## config.mk

```make
export PLATFORM = sky130hd
export DESIGN_NAME = seg_addr_gen
export DESIGN_NICKNAME = d
export VERILOG_FILES = /design/src/rtl/seg_addr_pkg.sv /design/src/rtl/seg_bank.sv /design/src/rtl/seg_route.sv /design/src/rtl/seg_linear.sv /design/src/rtl/seg_addr_gen.sv
export SDC_FILE = /design/constraint.sdc
export NUM_CORES = 1
export LEC_CHECK = 0
export BUFFER_PORTS_ARGS = -buffer_cell sky130_fd_sc_hd__buf_2
export CORE_ASPECT_RATIO = 0.75
export CORE_MARGIN = 10
export CORE_UTILIZATION = 54
export DETAILED_ROUTE_END_ITERATION = 16
export GPL_ROUTABILITY_DRIVEN = 0
export GPL_TIMING_DRIVEN = 0
export PLACE_DENSITY = 0.8
export SETUP_SLACK_MARGIN = 0.4
export SLEW_MARGIN = 20
export SYNTH_ARGS = -nofsm -noshare
export SYNTH_HDL_FRONTEND = slang
export SYNTH_SLANG_ARGS = --single-unit
```

## constraint.sdc

```tcl
create_clock -name clk -period 5.4 [get_ports clk]
set_clock_uncertainty 0.2 [all_clocks]
set_input_delay 1.08 -clock clk [delete_from_list [all_inputs] [get_ports clk]]
set_output_delay 1.08 -clock clk [all_outputs]
set_load 0.05 [all_outputs]
```

## src/rtl/seg_addr_pkg.sv

```systemverilog
package seg_addr_pkg;
  typedef enum logic [1:0] {
    SEG_EXTRA = 2'b00,
    SEG_CODE  = 2'b01,
    SEG_STACK = 2'b10,
    SEG_DATA  = 2'b11
  } seg_id_t;

  typedef enum logic [1:0] {
    OSRC_IP  = 2'b00,
    OSRC_SP  = 2'b01,
    OSRC_BP  = 2'b10,
    OSRC_GEN = 2'b11
  } osrc_t;

  localparam int NUM_SEGS = 4;
endpackage

```

## src/rtl/seg_bank.sv

```systemverilog
module seg_bank #(
  parameter int SEG_W = 16,
  parameter int NSEG  = 4,
  localparam int SEL_W = $clog2(NSEG)
) (
  input  logic                       clk,
  input  logic                       rst_n,
  input  logic                       wr_en,
  input  logic [SEL_W-1:0]           wr_sel,
  input  logic [SEG_W-1:0]           wr_data,
  output logic [NSEG-1:0][SEG_W-1:0] seg_q
);
  for (genvar i = 0; i < NSEG; i++) begin : g_seg
    always_ff @(posedge clk) begin
      if (!rst_n) begin
        seg_q[i] <= '0;
      end else if (wr_en && (wr_sel == SEL_W'(i))) begin
        seg_q[i] <= wr_data;
      end
    end
  end
endmodule

```

## src/rtl/seg_route.sv

```systemverilog
module seg_route
  import seg_addr_pkg::*;
#(
  parameter int OFF_W = 16
) (
  input  osrc_t            src,
  input  logic             ovr,
  input  seg_id_t          ovr_seg,
  input  logic [OFF_W-1:0] ip,
  input  logic [OFF_W-1:0] sp,
  input  logic [OFF_W-1:0] bp,
  input  logic [OFF_W-1:0] gen,
  output seg_id_t          seg_pick,
  output logic [OFF_W-1:0] off_pick
);
  always_comb begin
    unique case (src)
      OSRC_IP: begin
        seg_pick = SEG_CODE;
        off_pick = ip;
      end
      OSRC_SP: begin
        seg_pick = SEG_STACK;
        off_pick = sp;
      end
      OSRC_BP: begin
        seg_pick = ovr ? ovr_seg : SEG_STACK;
        off_pick = bp;
      end
      default: begin
        seg_pick = ovr ? ovr_seg : SEG_DATA;
        off_pick = gen;
      end
    endcase
  end
endmodule

```

## src/rtl/seg_linear.sv

```systemverilog
module seg_linear #(
  parameter int SEG_W = 16,
  parameter int OFF_W = 16,
  parameter int SHIFT = 4,
  localparam int PA_W = SEG_W + SHIFT
) (
  input  logic [SEG_W-1:0] seg,
  input  logic [OFF_W-1:0] off,
  output logic [PA_W-1:0]  addr
);
  logic [PA_W-1:0] base_ext;
  logic [PA_W-1:0] off_ext;

  always_comb begin
    base_ext = {seg, {SHIFT{1'b0}}};
    off_ext  = {{(PA_W-OFF_W){1'b0}}, off};
    addr     = base_ext + off_ext;
  end
endmodule

```

## src/rtl/seg_addr_gen.sv

```systemverilog
module seg_addr_gen
  import seg_addr_pkg::*;
#(
  parameter int SEG_W = 16,
  parameter int OFF_W = 16,
  parameter int SHIFT = 4,
  localparam int PA_W = SEG_W + SHIFT
) (
  input  logic             clk,
  input  logic             rst_n,
  input  logic             seg_wr_en,
  input  logic [1:0]       seg_wr_sel,
  input  logic [SEG_W-1:0] seg_wr_data,
  input  logic             req_valid,
  output logic             req_ready,
  input  logic [1:0]       req_src,
  input  logic             req_ovr,
  input  logic [1:0]       req_seg,
  input  logic [OFF_W-1:0] ip_in,
  input  logic [OFF_W-1:0] sp_in,
  input  logic [OFF_W-1:0] bp_in,
  input  logic [OFF_W-1:0] gen_off,
  output logic             out_valid,
  input  logic             out_ready,
  output logic [PA_W-1:0]  out_addr
);
  logic [NUM_SEGS-1:0][SEG_W-1:0] seg_q;
  seg_id_t          seg_pick;
  logic [OFF_W-1:0] off_pick;
  logic [PA_W-1:0]  lin_addr;
  logic             take;

  seg_bank #(.SEG_W(SEG_W), .NSEG(NUM_SEGS)) u_bank (
    .clk     (clk),
    .rst_n   (rst_n),
    .wr_en   (seg_wr_en),
    .wr_sel  (seg_wr_sel),
    .wr_data (seg_wr_data),
    .seg_q   (seg_q)
  );

  seg_route #(.OFF_W(OFF_W)) u_route (
    .src      (osrc_t'(req_src)),
    .ovr      (req_ovr),
    .ovr_seg  (seg_id_t'(req_seg)),
    .ip       (ip_in),
    .sp       (sp_in),
    .bp       (bp_in),
    .gen      (gen_off),
    .seg_pick (seg_pick),
    .off_pick (off_pick)
  );

  seg_linear #(.SEG_W(SEG_W), .OFF_W(OFF_W), .SHIFT(SHIFT)) u_lin (
    .seg  (seg_q[seg_pick]),
    .off  (off_pick),
    .addr (lin_addr)
  );

  assign req_ready = !out_valid || out_ready;
  assign take      = req_valid && req_ready;

  always_ff @(posedge clk) begin
    if (!rst_n) begin
      out_valid <= 1'b0;
      out_addr  <= '0;
    end else if (take) begin
      out_valid <= 1'b1;
      out_addr  <= lin_addr;
    end else if (out_ready) begin
      out_valid <= 1'b0;
    end
  end
endmodule

```

==> metrics.md, run 1 <==
| Metric | Value |
|---|---|
| Req. time, crit path | `5.44 ns` |
| Final ANT Viol Nets | `0` |
| CTS max path bufs | `2` |
| CTS tree | `yes` |
| Yosys reg bits | `85` |
| Setup-failing EPs final | `0` |
| Multi-input gate area | `2846 um^2` |
| Hold Path Depth | `2` |
| IO Pins | `114` |
| Root Driver | `clkbuf_16` |
| Max-slew violation count | `0` |
| Gr usage total | `0.2174` |
| CP Max Fanout | `10` |
| Hold EP | `u_bank.seg_q[25]$_SDFFE_PN0P_` |
| Mapped cell area | `4717 um^2` |
| Pleak | `0.002389 uW` |
| Setup TNS | `0 ns` |
| Hold_buf cts | `0` |
| Synth cell types | `52` |
| H-Tree Depth | `3` |
| Fraction of registers with async set/reset | `0` |
| Post-synth EDFFs | `0` |
| Fin nets | `777` |
| FP Rows | `29` |
| Max Cap Viol | `0` |
| Global-route wire length before repair | `22.72 mm` |
| DR WL/cell | `18.36 um` |
| Hpwl dp | `11.04 mm` |
| Crit path DAT | `4.53 ns` |
| Net Switching | `527.7 uW` |
| Slew margin rel. | `0.4015` |
| Antenna cells | `0` |
| CP max stage cell | `clkbuf_1` |
| Worst setup SP type | `input pin` |
| Worst Reg-to-Reg Cells | `11` |
| Crit path buffers/inverters | `3` |
| Sw frac | `0.3103` |
| Vias | `4493` |
| Initial Util | `0.5556` |
| Largest net degree at the start of global routing | `14` |
| Die area | `12910 um^2` |
| Synth Flop Type | `dfxtp_1` |
| Synthesized Nets | `655` |
| GR Overflow Total | `0` |
| Util after Layout | `0.6709` |
| Clock power share | `0.353` |
| Outcome | `finished clean` |
| Tmin final | `4.496 ns` |
| Area grow syn2layout | `20.77%` |
| Sequential fraction of design power | `0.398` |
| R2r setup slk | `2.36 ns` |
| Yosys warns | `0` |
| Clk slew on worst S/H paths | `0.06 ns` |
| Vias in the first global route | `4600` |
| Cts repair resizes | `0` |
| Clk sinks | `85` |
| Max Clock Freq | `222.4 MHz` |
| TritonCTS buffer count | `9` |
| Antenna violations before repair | `0` |
| Worst Max-Slew Pin Slew | `0.8958 ns` |
| Post-CTS Setup Inserts | `0` |
| Initial DRC Count | `308` |
| Die width | `127.9 um` |
| Total chip power | `1701 uW` |
| RSZ-0062 raised after global routing | `no` |
| HP Start | `u_bank.seg_q[25]$_SDFFE_PN0P_` |
| Post-Route WL | `14.41 mm` |
| Total count of hold-check failures in the final report | `0` |
| Sequential cell area | `1702 um^2` |
| Comb power frac | `0.249` |
| Core Area | `8491 um^2` |
| Reg2reg end | `out_addr[14]$_SDFFE_PN0P_` |
| Endpoint class of the critical path | `flip-flop` |
| Chip height | `100.9 um` |
| 1st-pass router iterations | `5` |
| Syn avg cell area | `8.576 um^2` |
| Via/cell ratio | `5.724` |
| Share of layout cells above drive strength 1 | `0.2526` |
| Sequential area share after synthesis | `0.3607` |
| DRC viols | `0` |
| Pwr Density | `298.5 nW/um^2` |
| PortBufs | `111` |
| CP cell instances | `buf_2 -> buf_4 -> a211oi_2 -> nor2_2 -> clkbuf_1 -> a21oi_1 -> ha_1 -> fa_1 -> a211oi_1 -> o211ai_1 -> a221oi_1 -> xor2_1 -> o21ai_0 -> and2_1` |
| Period Utilization, post-route | `0.8326` |
| Layout filler cell count | `728` |
| Pint | `1173 uW` |
| Syn Inst Count | `550` |
| Largest stage delay on the critical path | `0.48 ns` |
| Hold Crit Class | `flip-flop to flip-flop` |
| Worst Setup Path Type | `input pin to flip-flop` |
| R2R Path Start | `u_bank.seg_q[32]$_SDFFE_PN0P_` |
| CP top delay family | `compound AO/OA/AOI/OAI gates` |
| Worst skew pair latency | `0.35 ns` |
| Peak supply drop | `0.2306 mV` |
-- worst reg2reg max path: stages, from the launching register on --
cell and delay [ns]:
dfxtp_1 0.31, mux2_2 0.26, nor2_1 0.09, a21oi_1 0.06, ha_1 0.26, fa_1 0.44, a211oi_1 0.37, o211ai_1 0.17
a221oi_1 0.34, xor2_1 0.20, o21ai_0 0.09, and2_1 0.16
-- Yosys cell counts, types with 2 or more instances --
library cell | count | area share
nor2_1 | 18 | 0.014
a31oi_1 | 2 | 0.0027
inv_1 | 4 | 0.0032
nor2_2 | 2 | 0.0027
dfxtp_1 | 85 | 0.36
xnor2_1 | 5 | 0.0093
a21o_1 | 2 | 0.0032
o21bai_1 | 2 | 0.0032
nand2_1 | 158 | 0.13
nand4_1 | 2 | 0.0027
a211oi_1 | 6 | 0.0095
nand3b_1 | 3 | 0.0048
a211oi_2 | 2 | 0.0053
mux2_2 | 13 | 0.031
ha_1 | 12 | 0.032
o211a_1 | 2 | 0.0042
xor2_1 | 5 | 0.0093
nand2b_1 | 2 | 0.0027
a21boi_1 | 13 | 0.021
and3b_1 | 2 | 0.0037
nor3_1 | 3 | 0.0032
clkbuf_1 | 28 | 0.022
a21oi_1 | 23 | 0.024
mux2i_1 | 18 | 0.038
mux4_2 | 16 | 0.076
or2_2 | 2 | 0.0027
o211ai_1 | 4 | 0.0064
o21ai_1 | 2 | 0.0021
nand3_1 | 3 | 0.0032
a21boi_0 | 59 | 0.094
buf_2 | 2 | 0.0021
and2_1 | 9 | 0.012
buf_4 | 4 | 0.0064
o21a_1 | 2 | 0.0032
o21ai_0 | 18 | 0.019
-- state kept, by name (all words and copies together) (netlist names) --
register,cells
u_bank.seg_q,64
out_valid,1
out_addr,20
-- worst max path at each step --
stage	slack (ns)	startpoint	endpoint	cells after the start
2_1_floorplan	1.26	req_src[0]	out_addr[14]$_SDFFE_PN0P_	11
3_3_place_gp	0.69	req_src[0]	out_addr[14]$_SDFFE_PN0P_	14
3_5_place_dp	0.65	req_src[0]	out_addr[14]$_SDFFE_PN0P_	14
4_1_cts	0.97	req_src[0]	out_addr[14]$_SDFFE_PN0P_	14
5_1_grt	0.61	req_src[0]	out_addr[14]$_SDFFE_PN0P_	14
6_report	0.90	req_src[0]	out_addr[14]$_SDFFE_PN0P_	14
-- metrics by stage --
stage                     std cells  hold slack, ns  setup WS [ns]  cell area, um^2
after detailed placement        769          0.2454         0.6451             5408
after floorplan                 550          0.2316          1.261             4717
after CTS                       785          0.2540         0.9707             5697
after global routing            785          0.2825         0.6133             5697
final                           785          0.2513         0.9038             5697
after global placement          769          0.2367         0.6932             5408
-- cell usage in the layout (no fill, tap or decap), types with 3 or more instances in the layout --
cell and count:
a21boi_0 59, dfxtp_1 85, buf_4 4, nand2_1 158
xor2_1 5, and2_1 9, clkbuf_16 9, mux2i_1 18
nand3_1 3, clkbuf_8 3, clkbuf_1 29, buf_2 113
o21ai_0 18, mux4_2 16, inv_1 4, o211ai_1 4
nor3_1 3, a21boi_1 13, a21oi_1 23, nand3b_1 3
mux2_2 13, nor2_1 18, xnor2_1 5, a211oi_1 6
ha_1 12
-- power groups by stage --
stage                     Clock (uW)  Combinational, uW  Sequential [uW]
after global placement             0                405              689
after global routing             626                460              680
after CTS                        606                419              677
after detailed placement           0                417              691
final                            600                424              677
after floorplan                    0                232              750
-- metal layers --
| metal | wire [um] | GRT usage | vias up |
|---|---|---|---|
| met2 | 7106 | 0.3686 | 142 |
| met3 | 857 | 0.05573 | 21 |
| met4 | 196 | 0.06131 | 0 |
| li1 | - | - | 2162 |
| met1 | 6252 | 0.2670 | 2168 |
| met5 | 0 | 0 | - |
-- final cells by class --
type / count / area share
timing repair buffer: 111 / 0.09752
tap: 108 / 0.02372
clock inverter: 3 / 0.003295
multi-input combinational: 425 / 0.4997
buffer: 36 / 0.02702
inverter: 4 / 0.002636
clock buffer: 13 / 0.04744
sequential: 85 / 0.2987
-- cells by family (layout without fill, tap and decap cells) --
| kind of cell | after synthesis | count (layout) | share of synthesized area |
|---|---|---|---|
| AOI/OAI and AO/OA | 144 | 144 | 0.2133 |
| xor gates and xnor gates | 10 | 10 | 0.01857 |
| adders and majority gates | 13 | 13 | 0.03607 |
| buffers and inverters | 40 | 167 | 0.03581 |
| DFF | 85 | 85 | 0.3607 |
| muxes | 48 | 48 | 0.1488 |
| and+or+nand+nor | 210 | 210 | 0.1867 |
Note: power is estimated with default switching activity, not from simulation.
==> run 2: changes to the inputs <==
Settings changed: CORE_UTILIZATION 54 to 49, PLACE_DENSITY 0.8 to 0.77.
Clock period 5.4 ns to 3.67 ns, I/O delays scaled along.
==> metrics.md, run 2 (same netlist as run 1, synthesis figures left out) <==
| Metric | Value |
|---|---|
| Via/cell ratio | `5.749 (+0.45%)` |
| Most flop-heavy register | `u_bank.seg_q` |
| Gr usage total | `0.2118 (-0.005584)` |
| Max reg flops | `64 (unchanged)` |
| Area grow syn2layout | `33.71%` |
| Endpoint class of the critical path | `flip-flop` |
| Chip height | `105.0 um (+4.0%)` |
| Root Driver | `clkbuf_16` |
| Max Cap Viol | `0 (unchanged)` |
| FP Rows | `30 (+3.4%)` |
| Worst setup SP type | `input pin` |
| Peak supply drop | `0.2848 mV (+24%)` |
| Worst Setup Path Type | `input pin to flip-flop` |
| Util after Layout | `0.6831 (+0.01212)` |
| Die width | `133.3 um (+4.2%)` |
| H-Tree Depth | `3 (unchanged)` |
| Largest net degree at the start of global routing | `14 (unchanged)` |
| Pleak | `0.002612 uW (+9.3%)` |
| Worst skew pair latency | `0.34 ns (about the same)` |
| Max-slew violation count | `0 (unchanged)` |
| Hold_buf cts | `0 (unchanged)` |
| Final ANT Viol Nets | `0 (unchanged)` |
| Fin nets | `810 (+4.2%)` |
| Outcome | `finished clean` |
| Setup-failing EPs final | `0 (unchanged)` |
| Worst Max-Slew Pin Slew | `0.8487 ns (-0.04711 ns)` |
| TritonCTS buffer count | `9 (unchanged)` |
| HP Start | `u_bank.seg_q[25]$_SDFFE_PN0P_` |
| Crit path DAT | `3.57 ns (-0.96 ns)` |
| Initial Util | `0.5108 (-0.04472)` |
| Period Utilization, post-route | `0.9733` |
| Global-route wire length before repair | `24.34 mm (+7.1%)` |
| Initial DRC Count | `374 (+21%)` |
| Top Registers | `u_bank.seg_q: 64 flops, out_addr: 20 flops, out_valid: 1 flops` |
| 1st-pass router iterations | `6 (+1)` |
| Hold Worst Slack | `0.2523 ns (+0.001079 ns)` |
| Vias in the first global route | `4783 (+4.0%)` |
| Clk sinks | `85 (unchanged)` |
| CP Max Fanout | `6 (-4)` |
| Commonest non-fill, non-tap cell in the layout | `nand2_1` |
| Post-Route WL | `15.88 mm (+10%)` |
| Die area | `13990 um^2 (+8.4%)` |
| Hpwl dp | `11.00 mm (-0.44%)` |
| Final instance area | `6307 um^2 (+11%)` |
| Total count of hold-check failures in the final report | `0 (unchanged)` |
| CTS max path bufs | `2 (unchanged)` |
| R2R Path Start | `u_bank.seg_q[0]$_SDFFE_PN0P_` |
| Max Clock Freq | `280.0 MHz` |
| GR Overflow Total | `0 (unchanged)` |
| Slew margin rel. | `0.4330 (+0.03147)` |
| Req. time, crit path | `3.66 ns (-1.78 ns)` |
| IO Pins | `114 (unchanged)` |
| Antenna cells | `0 (unchanged)` |
| Hold Crit Class | `flip-flop to flip-flop` |
| DR WL/cell | `18.95 um (+3.2%)` |
| Crit path launch | `req_ovr` |
| Clk slew on worst S/H paths | `0.06 ns (about the same)` |
| Layout filler cell count | `727 (-0.14%)` |
| DRC viols | `0 (unchanged)` |
| CTS tree | `yes` |
| Share of layout cells above drive strength 1 | `0.3394 (+0.08685)` |
| Pwr Density | `436.8 nW/um^2 (+46%)` |
| Antenna violations before repair | `0 (unchanged)` |
| Tmin final | `3.572 ns` |
| Most frequent cells in the layout | `158 x nand2_1, 112 x buf_2, 85 x dfxtp_1, 59 x a21boi_0, 30 x buf_4` |
| RSZ-0062 raised after global routing | `yes` |
| Core Area | `9234 um^2 (+8.8%)` |
| Placement Cell Area | `5497 um^2 (+1.6%)` |
| PortBufs | `111 (unchanged)` |
| Vias | `4818 (+7.2%)` |
run 2: cell count changes in the layout (fill, tap and decap cells not counted), moves of 5 or more:
cell / previous run / this run
nor2_1: 18 / 12
a211oi_1: 6 / 1
a21oi_2: 0 / 10
a21oi_1: 23 / 13
buf_4: 4 / 30
run 2: what timing repair did:
action | CTS | global route
buffers inserted | 18 | 15
setup endpoints to repair | 13 | 12
resized for setup | 31 | 34
pin swaps | 21 | 16
run 2: power breakdown:
group / internal, uW / switching [uW]
sequential: 972 / 24.8
combinational: 337 / 458
clock: 596 / 367
run 2: path summary, 6_finish.rpt:
check,slack (ns),cells after the start,endpoint
hold / removal,0.25,2,u_bank.seg_q[25]$_SDFFE_PN0P_
hold reg to reg,0.25,2,u_bank.seg_q[25]$_SDFFE_PN0P_
setup / recovery,0.1,15,out_addr[19]$_SDFFE_PN0P_
setup reg to reg,0.89,11,out_addr[14]$_SDFFE_PN0P_
run 2: stage by stage:
| stage | std cells | total power (uW) | TNS, ns | worst slack, ns |
|---|---|---|---|---|
| floorplan | 550 | 1463 | 0 | 0.1533 |
| global placement | 789 | 1629 | -3.922 | -0.4775 |
| detailed placement | 789 | 1648 | -4.598 | -0.5620 |
| CTS | 823 | 2655 | 0 | 0.1912 |
| global route | 838 | 2856 | -0.02062 | -0.02062 |
| finish | 838 | 2755 | 0 | 0.09817 |
run 2: routing by layer:
layer,vias to the layer above,global-route usage,routed length (um)
met5,-,0,0
met4,0,0.05271,413
met3,41,0.08086,1434
met2,235,0.3571,7703
met1,2320,0.2476,6327
li1,2222,-,-
run 2: layout make-up:
cell class,count,area [um^2],share of cell area
buffer,36,202.7,0.03214
clock buffer,12,236.5,0.03749
sequential,85,1702,0.2698
inverter,4,15.01,0.002380
clock inverter,4,72.57,0.01151
timing repair buffer,144,838.3,0.1329
tap,128,160.2,0.02539
multi-input combinational,425,3080,0.4884
run 2: worst max-delay path, stage by stage:
cell	delay (ns)
buf_8	0.10
and3b_2	0.25
nor2_4	0.12
buf_6	0.16
buf_12	0.14
buf_8	0.12
buf_4	0.11
mux2_2	0.33
nor2_1	0.09
a21oi_1	0.09
ha_1	0.42
nand4_1	0.24
o31ai_4	0.38
a31o_1	0.19
a31oi_1	0.08
==> run 3: changes to the inputs <==
--- a/config.mk
+++ b/config.mk
@@ -10,3 +10,3 @@
 export CORE_MARGIN = 10
-export CORE_UTILIZATION = 49
+export CORE_UTILIZATION = 58
 export DETAILED_ROUTE_END_ITERATION = 16
@@ -14,3 +14,3 @@
 export GPL_TIMING_DRIVEN = 0
-export PLACE_DENSITY = 0.77
+export PLACE_DENSITY = 0.85
 export SETUP_SLACK_MARGIN = 0.4
==> constraint.sdc (replaced) <==
create_clock -name clk -period 4.36 [get_ports clk]
set_clock_uncertainty 0.2 [all_clocks]
set_input_delay 0 -clock clk [delete_from_list [all_inputs] [get_ports clk]]
set_output_delay 0 -clock clk [all_outputs]
set_load 0.05 [all_outputs]
==> metrics.md, run 3 (same netlist as run 1, synthesis figures left out) <==
| Metric | Value |
|---|---|
| Outcome | `finished clean` |
| Global-route wire length before repair | `23.62 mm (-3.0%)` |
| CTS max path bufs | `2 (unchanged)` |
| Setup TNS | `0 ns (unchanged)` |
| CP max stage cell | `clkbuf_1` |
| Tmin final | `3.431 ns` |
| IO Pins | `114 (unchanged)` |
| Core Area | `7918 um^2 (-14%)` |
| Sw frac | `0.3137 (+0.005368)` |
| Initial Util | `0.5958 (+0.08492)` |
| Gr usage total | `0.2431 (+0.03125)` |
| Pleak | `0.002508 uW (-4.0%)` |
| Setup-failing EPs final | `0 (unchanged)` |
| Final instance area | `5971 um^2 (-5.3%)` |
| TritonCTS buffer count | `9 (unchanged)` |
| Largest net degree at the start of global routing | `14 (unchanged)` |
| Pint | `1395 uW (-27%)` |
| GR Overflow Total | `0 (unchanged)` |
| Endpoint class of the critical path | `flip-flop` |
| Comb power frac | `0.274 (-0.015)` |
| FP Rows | `28 (-6.7%)` |
| Util after Layout | `0.7541 (+0.07105)` |
| RSZ-0062 raised after global routing | `no` |
| Placement Cell Area | `5404 um^2 (-1.7%)` |
| Antenna cells | `0 (unchanged)` |
| Final ANT Viol Nets | `0 (unchanged)` |
| Slew margin rel. | `0.3405 (-0.09251)` |
| CTS tree | `yes` |
| Initial DRC Count | `430 (+15%)` |
| CP cell instances | `buf_2 -> nand2b_1 -> a21boi_1 -> nor2_2 -> clkbuf_1 -> a21oi_1 -> ha_1 -> fa_1 -> a211oi_1 -> o211ai_1 -> a221oi_1 -> xor2_1 -> o21ai_0 -> and2_1` |
| CP Max Fanout | `10 (+4)` |
| Max Clock Freq | `291.5 MHz` |
| Post-Route WL | `15.10 mm (-4.9%)` |
| Area grow syn2layout | `26.58%` |
| Most frequent cells in the layout | `158 x nand2_1, 113 x buf_2, 85 x dfxtp_1, 59 x a21boi_0, 34 x dlygate4sd3_1` |
| H-Tree Depth | `3 (unchanged)` |
| Vias | `4725 (-1.9%)` |
| Crit path DAT | `3.50 ns (-0.07 ns)` |
| Vias in the first global route | `4719 (-1.3%)` |
| Hpwl dp | `11.33 mm (+3.1%)` |
| Antenna violations before repair | `0 (unchanged)` |
| 1st-pass router iterations | `5 (-1)` |
| Worst setup SP type | `input pin` |
| Hold Crit Class | `input pin to flip-flop` |
| Most flop-heavy register | `u_bank.seg_q` |
| PortBufs | `111 (unchanged)` |
| Worst Setup Path Type | `input pin to flip-flop` |
| Chip height | `98.10 um (-6.5%)` |
| Fin nets | `811 (+0.12%)` |
| Max Cap Viol | `0 (unchanged)` |
| Net Switching | `637.7 uW (-25%)` |
| Sequential fraction of design power | `0.412 (+0.050)` |
| Period Utilization, post-route | `0.7868` |
| Pwr Density | `340.5 nW/um^2 (-22%)` |
| Commonest non-fill, non-tap cell in the layout | `nand2_1` |
| Max-slew violation count | `0 (unchanged)` |
| Via/cell ratio | `5.790 (+0.71%)` |
| Hold Worst Slack | `0.01251 ns (-0.2398 ns)` |
| Cells after DPL | `766 (-2.9%)` |
| Clock power share | `0.314 (-0.035)` |
| Share of layout cells above drive strength 1 | `0.2391 (-0.1003)` |
| Top Registers | `u_bank.seg_q: 64 flops, out_addr: 20 flops, out_valid: 1 flops` |
| Non-filler instance count after layout | `816 (-2.6%)` |
| Max reg flops | `64 (unchanged)` |
| Root Driver | `clkbuf_8` |
| Req. time, crit path | `4.43 ns (+0.77 ns)` |
| Clk sinks | `85 (unchanged)` |
| Die width | `124.1 um (-6.9%)` |
| Largest stage delay on the critical path | `0.47 ns (+0.05 ns)` |
| Worst skew pair latency | `0.37 ns (+0.03 ns)` |
| DRC viols | `0 (unchanged)` |
| Peak supply drop | `0.2725 mV (-4.3%)` |
| Clk slew on worst S/H paths | `0.08 ns (+0.02 ns)` |
| Die area | `12180 um^2 (-13%)` |
| Worst Max-Slew Pin Slew | `0.9871 ns (+0.1385 ns)` |
| DR WL/cell | `18.50 um (-2.4%)` |
| Total count of hold-check failures in the final report | `0 (unchanged)` |
==> run 3: cell types whose count changed in the layout (fill, tap and decap cells not counted), moves of 5 or more <==
cell	before	now
a211oi_1	1	6
a21oi_1	13	23
a21oi_2	10	0
buf_4	30	4
clkbuf_16	9	0
clkbuf_8	0	11
dlygate4sd3_1	0	34
nor2_1	12	18
==> run 3: final timing paths <==
| check | start | endpoint | cells after the start | slack (ns) |
|---|---|---|---|---|
| worst max-delay path | req_seg[0] | out_addr[14]$_SDFFE_PN0P_ | 14 | 0.93 |
| worst max register to register | u_bank.seg_q[32]$_SDFFE_PN0P_ | out_addr[14]$_SDFFE_PN0P_ | 11 | 1.26 |
| worst min-delay path | seg_wr_en | u_bank.seg_q[0]$_SDFFE_PN0P_ | 4 | 0.01 |
| worst min register to register | u_bank.seg_q[30]$_SDFFE_PN0P_ | u_bank.seg_q[30]$_SDFFE_PN0P_ | 2 | 0.26 |
==> run 3: power by group through the flow <==
stage          Clock (uW)  Combinational [uW]  Sequential, uW
6_report              639                 556             838
3_3_place_gp            0                 501             853
4_1_cts               638                 547             837
3_5_place_dp            0                 518             855
2_1_floorplan           0                 288             929
5_1_grt               672                 599             843
==> run 3: cell type report <==
cell class / count / area (um^2)
multi-input combinational: 425 / 2846
fill: 575 / 1947
sequential: 85 / 1702
timing repair buffer: 145 / 895.9
clock buffer: 13 / 158.9
buffer: 36 / 153.9
tap: 105 / 131.4
clock inverter: 3 / 67.56
inverter: 4 / 15.01
==> run 3: metal layers <==
layer,wire length [um],global-route usage
met5,0,0
met3,1461,0.07768
met1,6016,0.2917
met2,7251,0.3981
met4,367,0.08481
==> run 3: worst max-delay path: cells and delay by family <==
family,cells,cell delay (ns)
adder cells (fa/ha/maj),2,0.71
buffers and inverters,2,0.59
XOR/XNOR,1,0.19
AO/OA/AOI/OAI,6,1.29
AND/OR/NAND/NOR,3,0.71
==> run 3: per-stage QoR <==
| step | setup WS [ns] | total power, uW |
|---|---|---|
| 2_1_floorplan | 1.301 | 1216 |
| 3_3_place_gp | 0.7092 | 1354 |
| 3_5_place_dp | 0.5924 | 1374 |
| 4_1_cts | 0.9739 | 2022 |
| 5_1_grt | 0.7087 | 2114 |
| 6_report | 0.9295 | 2033 |
==> run 3: what timing repair did <==
action / 4_1_cts / 5_1_grt
hold buffers: 34 / 0
gates resized for setup: 0 / 0
endpoints found under the hold margin: 83 / 0
buffers inserted: 0 / 0
